**config.mk**
```make
export PLATFORM = sky130hd
export DESIGN_NAME = flash_pulse_seq
export DESIGN_NICKNAME = d
export VERILOG_FILES = /design/src/rtl/fps_pkg.sv /design/src/rtl/fps_width_sel.sv /design/src/rtl/fps_timer.sv /design/src/rtl/flash_pulse_seq.sv
export SDC_FILE = /design/constraint.sdc
export NUM_CORES = 1
export LEC_CHECK = 0
export BUFFER_PORTS_ARGS = -buffer_cell sky130_fd_sc_hd__buf_2
export CAP_MARGIN = 5
export CELL_PAD_IN_SITES_DETAIL_PLACEMENT = 1
export CELL_PAD_IN_SITES_GLOBAL_PLACEMENT = 1
export CORE_ASPECT_RATIO = 2
export CORE_MARGIN = 4
export CORE_UTILIZATION = 43
export DETAILED_ROUTE_END_ITERATION = 10
export GPL_TIMING_DRIVEN = 1
export PLACE_DENSITY_LB_ADDON = 0.05
export SYNTH_ARGS = -nofsm -noshare
export SYNTH_HDL_FRONTEND = slang
export SYNTH_HIERARCHICAL = 1
export SYNTH_SLANG_ARGS = --single-unit
```
**constraint.sdc**
```tcl
create_clock -name clk -period 6.7 [get_ports clk]
set_clock_uncertainty 0.05 [all_clocks]
set_input_delay 0.67 -clock clk [delete_from_list [all_inputs] [get_ports clk]]
set_output_delay 0.67 -clock clk [all_outputs]
set_load 0.05 [all_outputs]
```
**src/rtl/fps_pkg.sv**
```systemverilog
package fps_pkg;
    typedef enum logic [2:0] {
        ST_IDLE,
        ST_ARM,
        ST_SETUP,
        ST_PULSE,
        ST_HOLD,
        ST_RELEASE,
        ST_FINISH
    } fps_state_e;
endpackage

```
**src/rtl/fps_width_sel.sv**
```systemverilog
module fps_width_sel #(
    parameter int DLY_W    = 16,
    parameter int ATT_W    = 10,
    parameter int W1_LAST  = 6
) (
    input  logic [ATT_W-1:0] attempt_i,
    input  logic             addl_i,
    input  logic [DLY_W-1:0] width1_i,
    input  logic [DLY_W-1:0] width2_i,
    input  logic [DLY_W-1:0] width3_i,
    output logic [DLY_W-1:0] width_o
);
    localparam logic [ATT_W-1:0] LAST_EARLY = ATT_W'(W1_LAST);

    always_comb begin
        if (addl_i) begin
            width_o = width3_i;
        end else if (attempt_i <= LAST_EARLY) begin
            width_o = width1_i;
        end else begin
            width_o = width2_i;
        end
    end
endmodule

```
**src/rtl/fps_timer.sv**
```systemverilog
module fps_timer #(
    parameter int DLY_W = 16
) (
    input  logic             clk,
    input  logic             rst,
    input  logic             load_i,
    input  logic [DLY_W-1:0] load_val_i,
    output logic             expire_o
);
    localparam logic [DLY_W-1:0] ONE = DLY_W'(1);

    logic [DLY_W-1:0] cnt_d, cnt_q;

    always_comb begin
        cnt_d = cnt_q;
        if (load_i) begin
            cnt_d = load_val_i;
        end else if (cnt_q > ONE) begin
            cnt_d = cnt_q - ONE;
        end
    end

    always_ff @(posedge clk) begin
        if (rst) begin
            cnt_q <= '0;
        end else begin
            cnt_q <= cnt_d;
        end
    end

    assign expire_o = (cnt_q <= ONE);

    AST_TMR_NO_WRAP: assert property (@(posedge clk) disable iff (rst)
        (!load_i && cnt_q <= ONE) |=> (cnt_q == $past(cnt_q)));
endmodule

```
**src/rtl/flash_pulse_seq.sv**
```systemverilog
module flash_pulse_seq #(
    parameter int DLY_W   = 16,
    parameter int ATT_W   = 10,
    parameter int W1_LAST = 6
) (
    input  logic             clk,
    input  logic             rst,
    input  logic             start_i,
    input  logic             wr_en_i,
    input  logic [ATT_W-1:0] attempt_i,
    input  logic             addl_i,
    input  logic [DLY_W-1:0] cfg_setup_dly_i,
    input  logic [DLY_W-1:0] cfg_width1_i,
    input  logic [DLY_W-1:0] cfg_width2_i,
    input  logic [DLY_W-1:0] cfg_width3_i,
    input  logic [DLY_W-1:0] cfg_hold_dly_i,
    input  logic [DLY_W-1:0] cfg_release_dly_i,
    output logic             wdt_en_o,
    output logic             setup_o,
    output logic             prog_o,
    output logic             busy_o,
    output logic             done_o
);
    import fps_pkg::*;

    typedef struct packed {
        fps_state_e       state;
        logic             wdt;
        logic             setup;
        logic             prog;
        logic             done;
        logic [DLY_W-1:0] dly_setup;
        logic [DLY_W-1:0] dly_pulse;
        logic [DLY_W-1:0] dly_hold;
        logic [DLY_W-1:0] dly_rel;
    } fps_regs_t;

    fps_regs_t        r_d, r_q;
    logic [DLY_W-1:0] sel_width;
    logic             tmr_load;
    logic [DLY_W-1:0] tmr_val;
    logic             tmr_expire;

    fps_width_sel #(
        .DLY_W   (DLY_W),
        .ATT_W   (ATT_W),
        .W1_LAST (W1_LAST)
    ) i_width_sel (
        .attempt_i (attempt_i),
        .addl_i    (addl_i),
        .width1_i  (cfg_width1_i),
        .width2_i  (cfg_width2_i),
        .width3_i  (cfg_width3_i),
        .width_o   (sel_width)
    );

    fps_timer #(
        .DLY_W (DLY_W)
    ) i_timer (
        .clk        (clk),
        .rst        (rst),
        .load_i     (tmr_load),
        .load_val_i (tmr_val),
        .expire_o   (tmr_expire)
    );

    always_comb begin
        r_d      = r_q;
        r_d.done = 1'b0;
        tmr_load = 1'b0;
        tmr_val  = '0;
        unique case (r_q.state)
            ST_IDLE: begin
                if (start_i && wr_en_i) begin
                    r_d.state     = ST_ARM;
                    r_d.wdt       = 1'b1;
                    r_d.dly_setup = cfg_setup_dly_i;
                    r_d.dly_pulse = sel_width;
                    r_d.dly_hold  = cfg_hold_dly_i;
                    r_d.dly_rel   = cfg_release_dly_i;
                end
            end
            ST_ARM: begin
                r_d.state = ST_SETUP;
                r_d.setup = 1'b1;
                tmr_load  = 1'b1;
                tmr_val   = r_q.dly_setup;
            end
            ST_SETUP: begin
                if (tmr_expire) begin
                    r_d.state = ST_PULSE;
                    r_d.prog  = 1'b1;
                    tmr_load  = 1'b1;
                    tmr_val   = r_q.dly_pulse;
                end
            end
            ST_PULSE: begin
                if (tmr_expire) begin
                    r_d.state = ST_HOLD;
                    r_d.prog  = 1'b0;
                    tmr_load  = 1'b1;
                    tmr_val   = r_q.dly_hold;
                end
            end
            ST_HOLD: begin
                if (tmr_expire) begin
                    r_d.state = ST_RELEASE;
                    r_d.setup = 1'b0;
                    tmr_load  = 1'b1;
                    tmr_val   = r_q.dly_rel;
                end
            end
            ST_RELEASE: begin
                if (tmr_expire) begin
                    r_d.state = ST_FINISH;
                    r_d.wdt   = 1'b0;
                end
            end
            ST_FINISH: begin
                r_d.state = ST_IDLE;
                r_d.done  = 1'b1;
            end
            default: begin
                r_d = '0;
            end
        endcase
    end

    always_ff @(posedge clk) begin
        if (rst) begin
            r_q <= '0;
        end else begin
            r_q <= r_d;
        end
    end

    assign wdt_en_o = r_q.wdt;
    assign setup_o  = r_q.setup;
    assign prog_o   = r_q.prog;
    assign done_o   = r_q.done;
    assign busy_o   = (r_q.state != ST_IDLE);

    AST_PROG_UNDER_SETUP: assert property (@(posedge clk) disable iff (rst)
        prog_o |-> (setup_o && wdt_en_o));
    AST_SETUP_UNDER_WDT: assert property (@(posedge clk) disable iff (rst)
        setup_o |-> wdt_en_o);
    AST_PROG_AFTER_SETUP: assert property (@(posedge clk) disable iff (rst)
        $rose(prog_o) |-> $past(setup_o));
    AST_IDLE_QUIET: assert property (@(posedge clk) disable iff (rst)
        !busy_o |-> (!wdt_en_o && !setup_o && !prog_o));
    AST_DONE_SINGLE: assert property (@(posedge clk) disable iff (rst)
        done_o |=> !done_o);
    AST_DONE_AFTER_WDT_LOW: assert property (@(posedge clk) disable iff (rst)
        done_o |-> ($past(!wdt_en_o) && !busy_o));
    AST_START_QUALIFIED: assert property (@(posedge clk) disable iff (rst)
        $rose(busy_o) |-> $past(start_i && wr_en_i));
endmodule

```
==> impl_metrics.py, run 1 <==
metrics = {
    "floorplanning": {
        "io_pins": 116,
        "num_rows": 54,
        "die_h_um": 157,
        "initial_core_util": 0.438,
        "die_w_um": 82.7,
        "core_area_um2": 10900,
        "die-area_um2": 13000,
    },
    "grt": {
        "grtUsageTotal": 0.221,
        "grt_overflow": 0,
        "grt_start_max_net_pins": 65,
        "antenna_found_initial": 0,
        "grt_pass1_vias": 4384,
        "grt_pass1_wl_um": 21800,
    },
    "final_layout": {
        "final_nets": 738,
        "area_growth_pct": 17.4,
        "n_antenna_cell": 0,
        "stdcell_count": 770,
        "fin_area_um2": 5630,
        "multiInputGateArea_um2": 2770,
        "layout-drive-gt1-share": 0.287,
        "register_area_um2": 1740,
        "fillCellCount": 1368,
    },
    "setup_path": {
        "rrSetupSlack_ns": 2.76,
        "end_kind": "flop",
        "reg2reg_from": "i_timer/cnt_q[12]",
        "worst-path-max-fanout": 17,
        "cp.required_ns": 6.91,
        "r2r-end": "i_timer/cnt_q[13]",
        "ff2ff_path_depth": 10,
        "crit_path_end": "i_timer/cnt_q[13]",
        "arrival_ns": 4.15,
        "cp-start-kind": "flop",
        "cp-startpoint": "i_timer/cnt_q[12]",
        "crit_type": "flop to flop",
    },
    "yosys": {
        "avgSynthCellArea_um2": 9.03,
        "yosysWarnings": 6,
        "ys_ff_latch": 87,
        "synth_cells": 531,
        "syn_nets": 644,
        "async_flop_share": 0,
        "synth_edf_count": 0,
        "syn_area_um2": 4800,
        "synth_cell_types": 48,
        "synth_ff_type": "dfxtp_1",
        "synth_seq_area_share": 0.363,
    },
    "timing": {
        "finalMaxSlewViolations": 0,
        "setup_tns_ns": 0,
        "tightest_slew_ns": 1.07,
        "fin_ws_ns": 2.76,
        "finalHoldViolations": 0,
        "rsz0062_at_grt": "no",
        "finalSetupViolations": 0,
        "slew_headroom": 0.287,
        "final.period_utilization": 0.588,
        "period_minus_slack_ns": 3.94,
        "clock.fmax_ghz": 0.254,
    },
    "clock_network": {
        "cts.htree.levels": 3,
        "cts_tree": "built",
        "cts-root-buf": "clkbuf_16",
        "clock_latency_ns": 0.34,
        "cts_buffers": 9,
        "cts_sinks": 87,
        "clock_path_buffers": 2,
        "holdBufCountCts": 0,
        "path_clk_slew_ns": 0.06,
        "ctsResizeCount": 0,
        "postCtsSetupBuffers": 0,
    },
    "placement": {
        "gp_congestion": 0.861,
        "portBuffers": 115,
        "dpl.cell_count": 754,
        "place_hpwl_um": 10500,
        "pre_cts_ws_ns": 2.77,
        "place_area_um2": 5340,
    },
    "route": {
        "drtIter0Drc": 125,
        "wl_um": 13700,
        "num_vias": 4106,
        "wl_per_cell_um": 17.7,
        "vias_per_cell": 5.33,
        "drc": 0,
        "ant_nets": 0,
        "first_pass_iters": 4,
    },
    "hold_path": {
        "hold_path.class": "flop to flop",
    },
    "status": {
        "status": "finished, final reports clean",
    },
    "power_and_ir_drop": {
        "power_mw": 1.70,
        "vdd_drop_max_uv": 164,
        "leakage_nw": 2.25,
        "power_density_nw_per_um2": 303,
    },
    "run": {
        "cap_violations": 0,
    },
}
cell families (layout without fill, tap and decap cells):
| family | after synthesis | count (layout) | share of synthesized area |
|---|---|---|---|
| AO/OA/AOI/OAI | 66 | 66 | 0.0923 |
| XOR/XNOR | 13 | 13 | 0.0237 |
| adder cells (fa/ha/maj) | 2 | 2 | 0.00522 |
| AND/OR/NAND/NOR | 204 | 204 | 0.200 |
| buffers and inverters | 45 | 144 | 0.0610 |
| multiplexers | 114 | 114 | 0.254 |
| flip-flops | 87 | 87 | 0.363 |
layout by cell type, fill, tap and decap left out, types with 3 or more instances in the layout:
master     count
a211oi_1       4
a21oi_1        6
a22oi_1       14
buf_2        115
buf_4          6
clkbuf_1       3
clkbuf_16      9
dfxtp_1       87
inv_1          7
mux2_2        23
mux2_4        10
mux2i_1       81
nand2_1      146
nor2_1        17
nor3_1         6
nor4_1         3
nor4_4         4
o21ai_0       22
o22ai_1        3
or3_1          5
or4_1          6
xnor2_1        8
xor2_1         5
routing by layer:
layer | vias to the layer above | track usage | wire length [µm]
met1 | 1948 | 0.230 | 5030
met4 | 0 | 0.0966 | 471
met2 | 101 | 0.410 | 7530
li1 | 2032 | - | -
met5 | - | 0 | 0
met3 | 25 | 0.0458 | 627
critical path: stages (launching register included):
cell      delay [ns]
dfxtp_1         0.37
nor4_1          0.42
o211ai_1        0.26
nor2_1          0.72
nor4bb_2        0.39
buf_4           0.27
o21bai_1        0.36
inv_1           0.35
nor2_1          0.45
nand2_1         0.11
o21ai_0         0.10
where the power goes:
part | internal, mW | total [mW] | switching (mW)
combinational | 0.234 | 0.547 | 0.313
clock | 0.299 | 0.498 | 0.199
sequential | 0.586 | 0.659 | 0.0725
state kept, by name, summed over array words and instances, names as in the netlist:
register and cells:
done_o 1, i_timer/cnt_q 16, prog_o 1, r_q 67
setup_o 1, wdt_en_o 1
metrics by stage:
step / utilization / hold WS [ns]
global route: 0.514 / 0.423
finish: 0.514 / 0.409
global placement: 0.488 / 0.392
CTS: 0.514 / 0.411
floorplan: - / 0.384
detailed placement: 0.488 / 0.396
worst min-delay path by stage:
stage                     slack, ns  cells past startpoint       to  startpoint
after detailed placement       0.40                      2  r_q[38]     r_q[38]
final                          0.41                      2  r_q[47]     r_q[47]
after CTS                      0.41                      2  r_q[62]     r_q[62]
after global placement         0.39                      2  r_q[40]     r_q[40]
after global routing           0.42                      2  r_q[62]     r_q[62]
after floorplan                0.38                      2  r_q[32]     r_q[32]
area by class of cell:
| class | count | area share |
|---|---|---|
| multi-input combinational | 399 | 0.493 |
| sequential | 87 | 0.309 |
| timing repair buffer | 121 | 0.110 |
| clock buffer | 13 | 0.0444 |
| tap | 140 | 0.0311 |
| clock inverter | 3 | 0.00756 |
| inverter | 7 | 0.00467 |
synth_stat cells (4+ instances only):
master	count	area share
nor3_1	6	0.0063
dfxtp_1	87	0.36
buf_2	9	0.0094
mux2i_1	81	0.17
or3_1	5	0.0065
buf_6	13	0.031
o21ai_0	22	0.023
nand2_1	146	0.11
or4_1	6	0.0094
xnor2_1	8	0.015
nor2_1	17	0.013
mux2_2	23	0.054
a211oi_1	4	0.0063
xor2_1	5	0.0091
a22oi_1	14	0.022
inv_1	7	0.0055
a21oi_1	6	0.0063
clkbuf_1	12	0.0094
mux2_4	10	0.031
nor4_4	4	0.018
buf_4	4	0.0063
Note: power is estimated with default switching activity, not from simulation.
==> run 2, diff against run 1 <==
--- a/config.mk
+++ b/config.mk
@@ -11,7 +11,7 @@
 export CELL_PAD_IN_SITES_GLOBAL_PLACEMENT = 1
 export CORE_ASPECT_RATIO = 2
 export CORE_MARGIN = 4
-export CORE_UTILIZATION = 43
+export CORE_UTILIZATION = 40
 export DETAILED_ROUTE_END_ITERATION = 10
 export GPL_TIMING_DRIVEN = 1
 export PLACE_DENSITY_LB_ADDON = 0.05
==> constraint.sdc (replaced) <==
create_clock -name clk -period 3.9 [get_ports clk]
set_clock_uncertainty 0.05 [all_clocks]
set_input_delay 0.39 -clock clk [delete_from_list [all_inputs] [get_ports clk]]
set_output_delay 0.39 -clock clk [all_outputs]
set_load 0.05 [all_outputs]
==> run 2 against run 1 <==
Effect of this change: hold slack got worse by 0.18 ns; total power increased by 73%; clock-buffer cell count shrank 3; routed wire length rose by 5.0%; highest routed layer unchanged; sequential power increased by 73%; largest cell class unchanged; critical endpoint is now i_timer/cnt_q[15]; cell count rose by 1.0%; non-clock buffer count increased by 3.
==> impl_metrics.py, run 2 (same netlist as run 1, synthesis figures left out) <==
metrics = {
    "status": {
        "status": "finished, final reports clean",
    },
    "clock_network": {
        "holdBufCountCts": 0,
        "cts_tree": "built",
        "ctsResizeCount": 0,
        "path_clk_slew_ns": 0.07,
        "cts_sinks": 87,
        "cts.htree.levels": 3,
        "clock_path_buffers": 2,
        "postCtsSetupBuffers": 0,
        "cts_buffers": 9,
        "cts-root-buf": "clkbuf_16",
        "clock_latency_ns": 0.34,
    },
    "grt": {
        "grt_pass1_wl_um": 22800,
        "antenna_found_initial": 0,
        "grt_start_max_net_pins": 65,
        "grt_pass1_vias": 4559,
        "grt_overflow": 0,
        "grtUsageTotal": 0.210,
    },
    "setup_path": {
        "worst-path-max-fanout": 12,
        "worst-path-buf-inv": 2,
        "cp_common_cell": "nor2_1",
        "crit_family": "simple AND/OR/NAND/NOR gates",
        "cp.required_ns": 4.12,
        "path_cells": "nor4_1 > o211ai_1 > nor2_1 > nor4bb_2 > o21bai_1 > buf_4 > inv_1 > nor2_1 > nand2_1 > o21ai_2",
        "critPathSlowestCell": "nor2_1",
        "end_kind": "flop",
        "arrival_ns": 3.47,
        "crit_type": "flop to flop",
        "cp-start-kind": "flop",
        "max_stage_delay_ns": 0.51,
    },
    "timing": {
        "setup_tns_ns": 0,
        "period_minus_slack_ns": 3.25,
        "finalHoldViolations": 0,
        "finalSetupViolations": 0,
        "rsz0062_at_grt": "no",
        "clock.fmax_ghz": 0.308,
        "finalMaxSlewViolations": 0,
        "tightest_slew_ns": 0.985,
        "final.period_utilization": 0.832,
        "slew_headroom": 0.343,
    },
    "route": {
        "first_pass_iters": 4,
        "num_vias": 4175,
        "drc": 0,
        "vias_per_cell": 5.37,
        "wl_um": 14300,
        "ant_nets": 0,
        "drtIter0Drc": 149,
        "wl_per_cell_um": 18.4,
    },
    "placement": {
        "portBuffers": 115,
        "place_area_um2": 5380,
        "gp_congestion": 0.795,
        "place_hpwl_um": 10900,
    },
    "power_and_ir_drop": {
        "vdd_drop_max_uv": 263,
        "leakage_nw": 2.28,
        "power_density_nw_per_um2": 520,
    },
    "floorplanning": {
        "die-area_um2": 13900,
        "initial_core_util": 0.408,
        "die_h_um": 163,
        "num_rows": 56,
        "core_area_um2": 11800,
        "die_w_um": 85.4,
        "io_pins": 116,
    },
    "final_layout": {
        "regMostFlops": "r_q",
        "area_growth_pct": 18.2,
        "layout_commonest_cell": "nand2_1",
        "layout_common_cells": "nand2_1 (146), buf_2 (115), dfxtp_1 (87)",
        "n_antenna_cell": 0,
        "fillCellCount": 1437,
        "fin_area_um2": 5670,
        "multiInputGateArea_um2": 2770,
        "final_nets": 741,
        "layout-drive-gt1-share": 0.295,
        "largest_reg_flops": 67,
        "register_area_um2": 1740,
        "reg_top3": "r_q x67, i_timer/cnt_q x16",
    },
    "run": {
        "cap_violations": 0,
    },
    "hold_path": {
        "hold_path.class": "input pin to flop",
    },
}
-- run 2: cell types whose count changed in the layout (fill, tap and decap cells not counted) --
cell	previous run	this run
bufinv_16	1	0
inv_6	0	3
buf_4	6	8
clkinv_4	0	1
clkinvlp_4	1	0
buf_12	0	1
clkbuf_1	3	0
inv_8	0	1
-- run 2: routing by layer --
| layer | share of wire | wire length (µm) | vias to the layer above | GRT usage |
|---|---|---|---|---|
| li1 | - | - | 2035 | - |
| met1 | 0.37 | 5340 | 1995 | 0.213 |
| met2 | 0.54 | 7750 | 117 | 0.396 |
| met3 | 0.046 | 657 | 28 | 0.0456 |
| met4 | 0.042 | 597 | 0 | 0.0980 |
| met5 | 0 | 0 | - | 0 |
-- run 2: worst min-delay path: stages --
cell,delay [ns]
buf_2,0.09
nand2_1,0.04
mux2i_1,0.05
-- run 2: stage by stage --
stage / power, mW / setup WS [ns] / utilization / hold WS (ns) / std cells
floorplan: 1.83 / 0.937 / - / 0.384 / 531
global placement: 2.08 / 0.839 / 0.457 / 0.393 / 762
detailed placement: 2.11 / 0.724 / 0.457 / 0.397 / 762
CTS: 2.97 / 0.682 / 0.482 / 0.231 / 778
global route: 3.11 / 0.357 / 0.482 / 0.235 / 778
finish: 2.95 / 0.654 / 0.482 / 0.232 / 778
-- run 2: final timing paths --
| kind | end | start | slack, ns | depth (start not counted) |
|---|---|---|---|---|
| setup reg to reg | i_timer/cnt_q[15] | i_timer/cnt_q[12] | 0.65 | 10 |
| hold reg to reg | r_q[35] | r_q[35] | 0.41 | 2 |
| setup / recovery | i_timer/cnt_q[15] | i_timer/cnt_q[12] | 0.65 | 10 |
| hold / removal | r_q[12] | cfg_release_dly_i[12] | 0.23 | 3 |
-- run 2: where the power goes --
| group | internal [mW] | switching (mW) | total (mW) |
|---|---|---|---|
| Combinational | 0.412 | 0.541 | 0.954 |
| Clock | 0.461 | 0.393 | 0.854 |
| Sequential | 1.01 | 0.133 | 1.14 |
| Total | 1.88 | 1.07 | 2.95 |
-- run 2: area by class of cell --
class / instances / share of cell area
clock buffer: 10 / 0.0422
timing repair buffer: 124 / 0.116
sequential: 87 / 0.307
tap: 145 / 0.0320
clock inverter: 6 / 0.00905
multi-input combinational: 399 / 0.489
inverter: 7 / 0.00463
==> run 3, diff against run 2 <==
--- a/config.mk
+++ b/config.mk
@@ -5,13 +5,14 @@
 export SDC_FILE = /design/constraint.sdc
 export NUM_CORES = 1
 export LEC_CHECK = 0
+export ABC_AREA = 1
 export BUFFER_PORTS_ARGS = -buffer_cell sky130_fd_sc_hd__buf_2
 export CAP_MARGIN = 5
 export CELL_PAD_IN_SITES_DETAIL_PLACEMENT = 1
 export CELL_PAD_IN_SITES_GLOBAL_PLACEMENT = 1
 export CORE_ASPECT_RATIO = 2
 export CORE_MARGIN = 4
-export CORE_UTILIZATION = 40
+export CORE_UTILIZATION = 34
 export DETAILED_ROUTE_END_ITERATION = 10
 export GPL_TIMING_DRIVEN = 1
 export PLACE_DENSITY_LB_ADDON = 0.05
==> constraint.sdc (replaced) <==
create_clock -name clk -period 2.7 [get_ports clk]
set_clock_uncertainty 0.05 [all_clocks]
set_input_delay 0.27 -clock clk [delete_from_list [all_inputs] [get_ports clk]]
set_output_delay 0.27 -clock clk [all_outputs]
set_load 0.05 [all_outputs]
==> run 3 against run 2 <==
Effect of this change: fmax is 31% higher; largest cell class unchanged; total power is 120% higher; critical path type unchanged; combinational power grew to 3.3 times the previous value; highest routed layer unchanged.
==> impl_metrics.py, run 3 <==
metrics = {
    "setup_path": {
        "max_stage_delay_ns": 0.40,
        "reg2reg_from": "i_timer/cnt_q[0]",
        "cp_common_cell": "o21ai_0",
        "cp-startpoint": "i_timer/cnt_q[0]",
        "arrival_ns": 2.66,
        "crit_type": "flop to flop",
        "end_kind": "flop",
        "path_cells": "inv_1 > ha_1 > o21ai_0 > nor2_2 > nand2_4 > clkinvlp_4 > buf_12 > nand3_1 > o2111ai_1 > nand2_1 > o21ai_0 > o21ai_1 > nor2_1",
        "worst-path-max-fanout": 23,
        "cp.required_ns": 2.88,
        "cp-start-kind": "flop",
        "critPathSlowestCell": "dfxtp_1",
    },
    "final_layout": {
        "largest_reg_flops": 67,
        "reg_top3": "r_q x67, i_timer/cnt_q x16",
        "stdcell_count": 1047,
        "layout_commonest_cell": "nand2_1",
        "final_util": 0.410,
        "fin_area_um2": 6050,
        "final_nets": 960,
        "layout-drive-gt1-share": 0.224,
        "layout_common_cells": "nand2_1 (153), nand3_1 (148), buf_2 (115)",
        "n_antenna_cell": 0,
        "regMostFlops": "r_q",
        "area_growth_pct": 19.1,
    },
    "yosys": {
        "ys_ff_latch": 87,
        "synth_edf_count": 0,
        "synthTopCellsByArea": "dfxtp_1 (34%), nand3_1 (15%), nand2_1 (11%), a21oi_1 (7.1%), o21ai_1 (5.7%)",
        "synth_most_common_cell": "nand2_1",
        "synth_cell_types": 34,
        "syn_area_um2": 5080,
        "synth_top_area_share": 0.343,
        "avgSynthCellArea_um2": 6.66,
        "synth_ff_type": "dfxtp_1",
        "ys_top_cells_by_count": "nand2_1 (154), nand3_1 (148), dfxtp_1 (87)",
        "yosysTopAreaCell": "dfxtp_1",
        "synth_cells": 762,
        "async_flop_share": 0,
        "synth_seq_area_share": 0.343,
        "yosysWarnings": 6,
        "syn_nets": 875,
    },
    "clock_network": {
        "cts_tree": "built",
        "path_clk_slew_ns": 0.06,
        "clock_latency_ns": 0.34,
        "holdBufCountCts": 0,
        "clock_path_buffers": 2,
        "cts_buffers": 9,
        "cts.htree.levels": 3,
        "cts-root-buf": "clkbuf_16",
        "cts_sinks": 87,
    },
    "timing": {
        "clock.fmax_ghz": 0.402,
        "fin_ws_ns": 0.214,
        "rsz0062_at_grt": "no",
        "whs_ns": 0.147,
        "finalSetupViolations": 0,
        "finalHoldViolations": 0,
        "setup_tns_ns": 0,
        "final.period_utilization": 0.921,
        "period_minus_slack_ns": 2.49,
        "slew_headroom": 0.586,
        "finalMaxSlewViolations": 0,
        "tightest_slew_ns": 0.622,
    },
    "placement": {
        "dpl.cell_count": 1028,
        "place_hpwl_um": 14800,
        "place_area_um2": 5710,
        "gp_congestion": 0.886,
        "pre_cts_ws_ns": 0.230,
        "portBuffers": 115,
    },
    "grt": {
        "grt_pass1_wl_um": 29400,
        "grt_start_max_net_pins": 68,
        "grt_overflow": 0,
        "met2_usage": 0.432,
        "grt.busiest_layer": "met2",
        "antenna_found_initial": 0,
        "grtUsageTotal": 0.221,
        "met3_usage": 0.0279,
        "grt_pass1_vias": 5778,
        "gr-usage-met1": 0.218,
    },
    "floorplanning": {
        "core_area_um2": 14700,
        "num_rows": 63,
        "die_w_um": 94.4,
        "io_pins": 116,
        "die-area_um2": 17100,
        "die_h_um": 181,
        "initial_core_util": 0.344,
    },
    "hold_path": {
        "min_from": "cfg_release_dly_i[6]",
        "hold_path.class": "input pin to flop",
    },
    "route": {
        "drtIter0Drc": 175,
        "ant_nets": 0,
        "wl_per_cell_um": 17.4,
        "num_vias": 5359,
        "drc": 0,
        "wl_um": 18200,
        "first_pass_iters": 4,
        "vias_per_cell": 5.12,
    },
    "power_and_ir_drop": {
        "leakage_nw": 2.76,
        "power_mw": 6.40,
        "power_density_nw_per_um2": 1060,
        "vdd_drop_max_uv": 278,
    },
    "status": {
        "status": "finished, final reports clean",
    },
    "run": {
        "cap_violations": 0,
    },
}
run 3: worst max-delay path: cells and delay by family, from the launching register on:
kind / cells / cell delay, ns
fa+ha+maj: 1 / 0.28
compound gates: 4 / 0.62
flops: 1 / 0.40
simple gates: 5 / 0.47
buf+inv: 3 / 0.54
run 3: cells by family (layout without fill, tap and decap cells):
family | count (synthesis) | in the layout | synth area share
flip-flops | 87 | 87 | 0.343
AND/OR/NAND/NOR | 376 | 376 | 0.344
XOR/XNOR | 5 | 5 | 0.00862
buffers and inverters | 121 | 211 | 0.113
adder cells (fa/ha/maj) | 2 | 2 | 0.00493
AO/OA/AOI/OAI | 171 | 171 | 0.187
run 3: worst paths after layout:
kind | end | slack (ns) | cells past startpoint
worst max-delay path | i_timer/cnt_q[1] | 0.21 | 13
worst min-delay path | r_q[6] | 0.15 | 3
worst max register to register | i_timer/cnt_q[1] | 0.21 | 13
worst min register to register | setup_o | 0.41 | 2
run 3: where the power goes:
part | switching [mW] | internal (mW)
logic | 2.17 | 1.02
registers | 0.328 | 1.61
clock network | 0.528 | 0.747
total | 3.03 | 3.38
run 3: metal layers:
| metal | share of wire | vias to the layer above |
|---|---|---|
| met2 | 0.58 | 103 |
| met4 | 0.046 | 0 |
| met1 | 0.35 | 2482 |
| met5 | 0 | - |
| li1 | - | 2738 |
| met3 | 0.029 | 36 |
run 3: area by class of cell:
type,count,area (µm²)
inverter,63,245
timing repair inverter,1,5.00
sequential,87,1740
tap,195,244
timing repair buffer,131,733
fill,1979,8690
clock buffer,10,239
multi-input combinational,554,2770
clock inverter,6,67.6
run 3: what timing repair did:
action / 4_1_cts / 5_1_grt
setup endpoints to repair: 0 / 1
buffers inserted: 0 / 2
resized for setup: 0 / 3
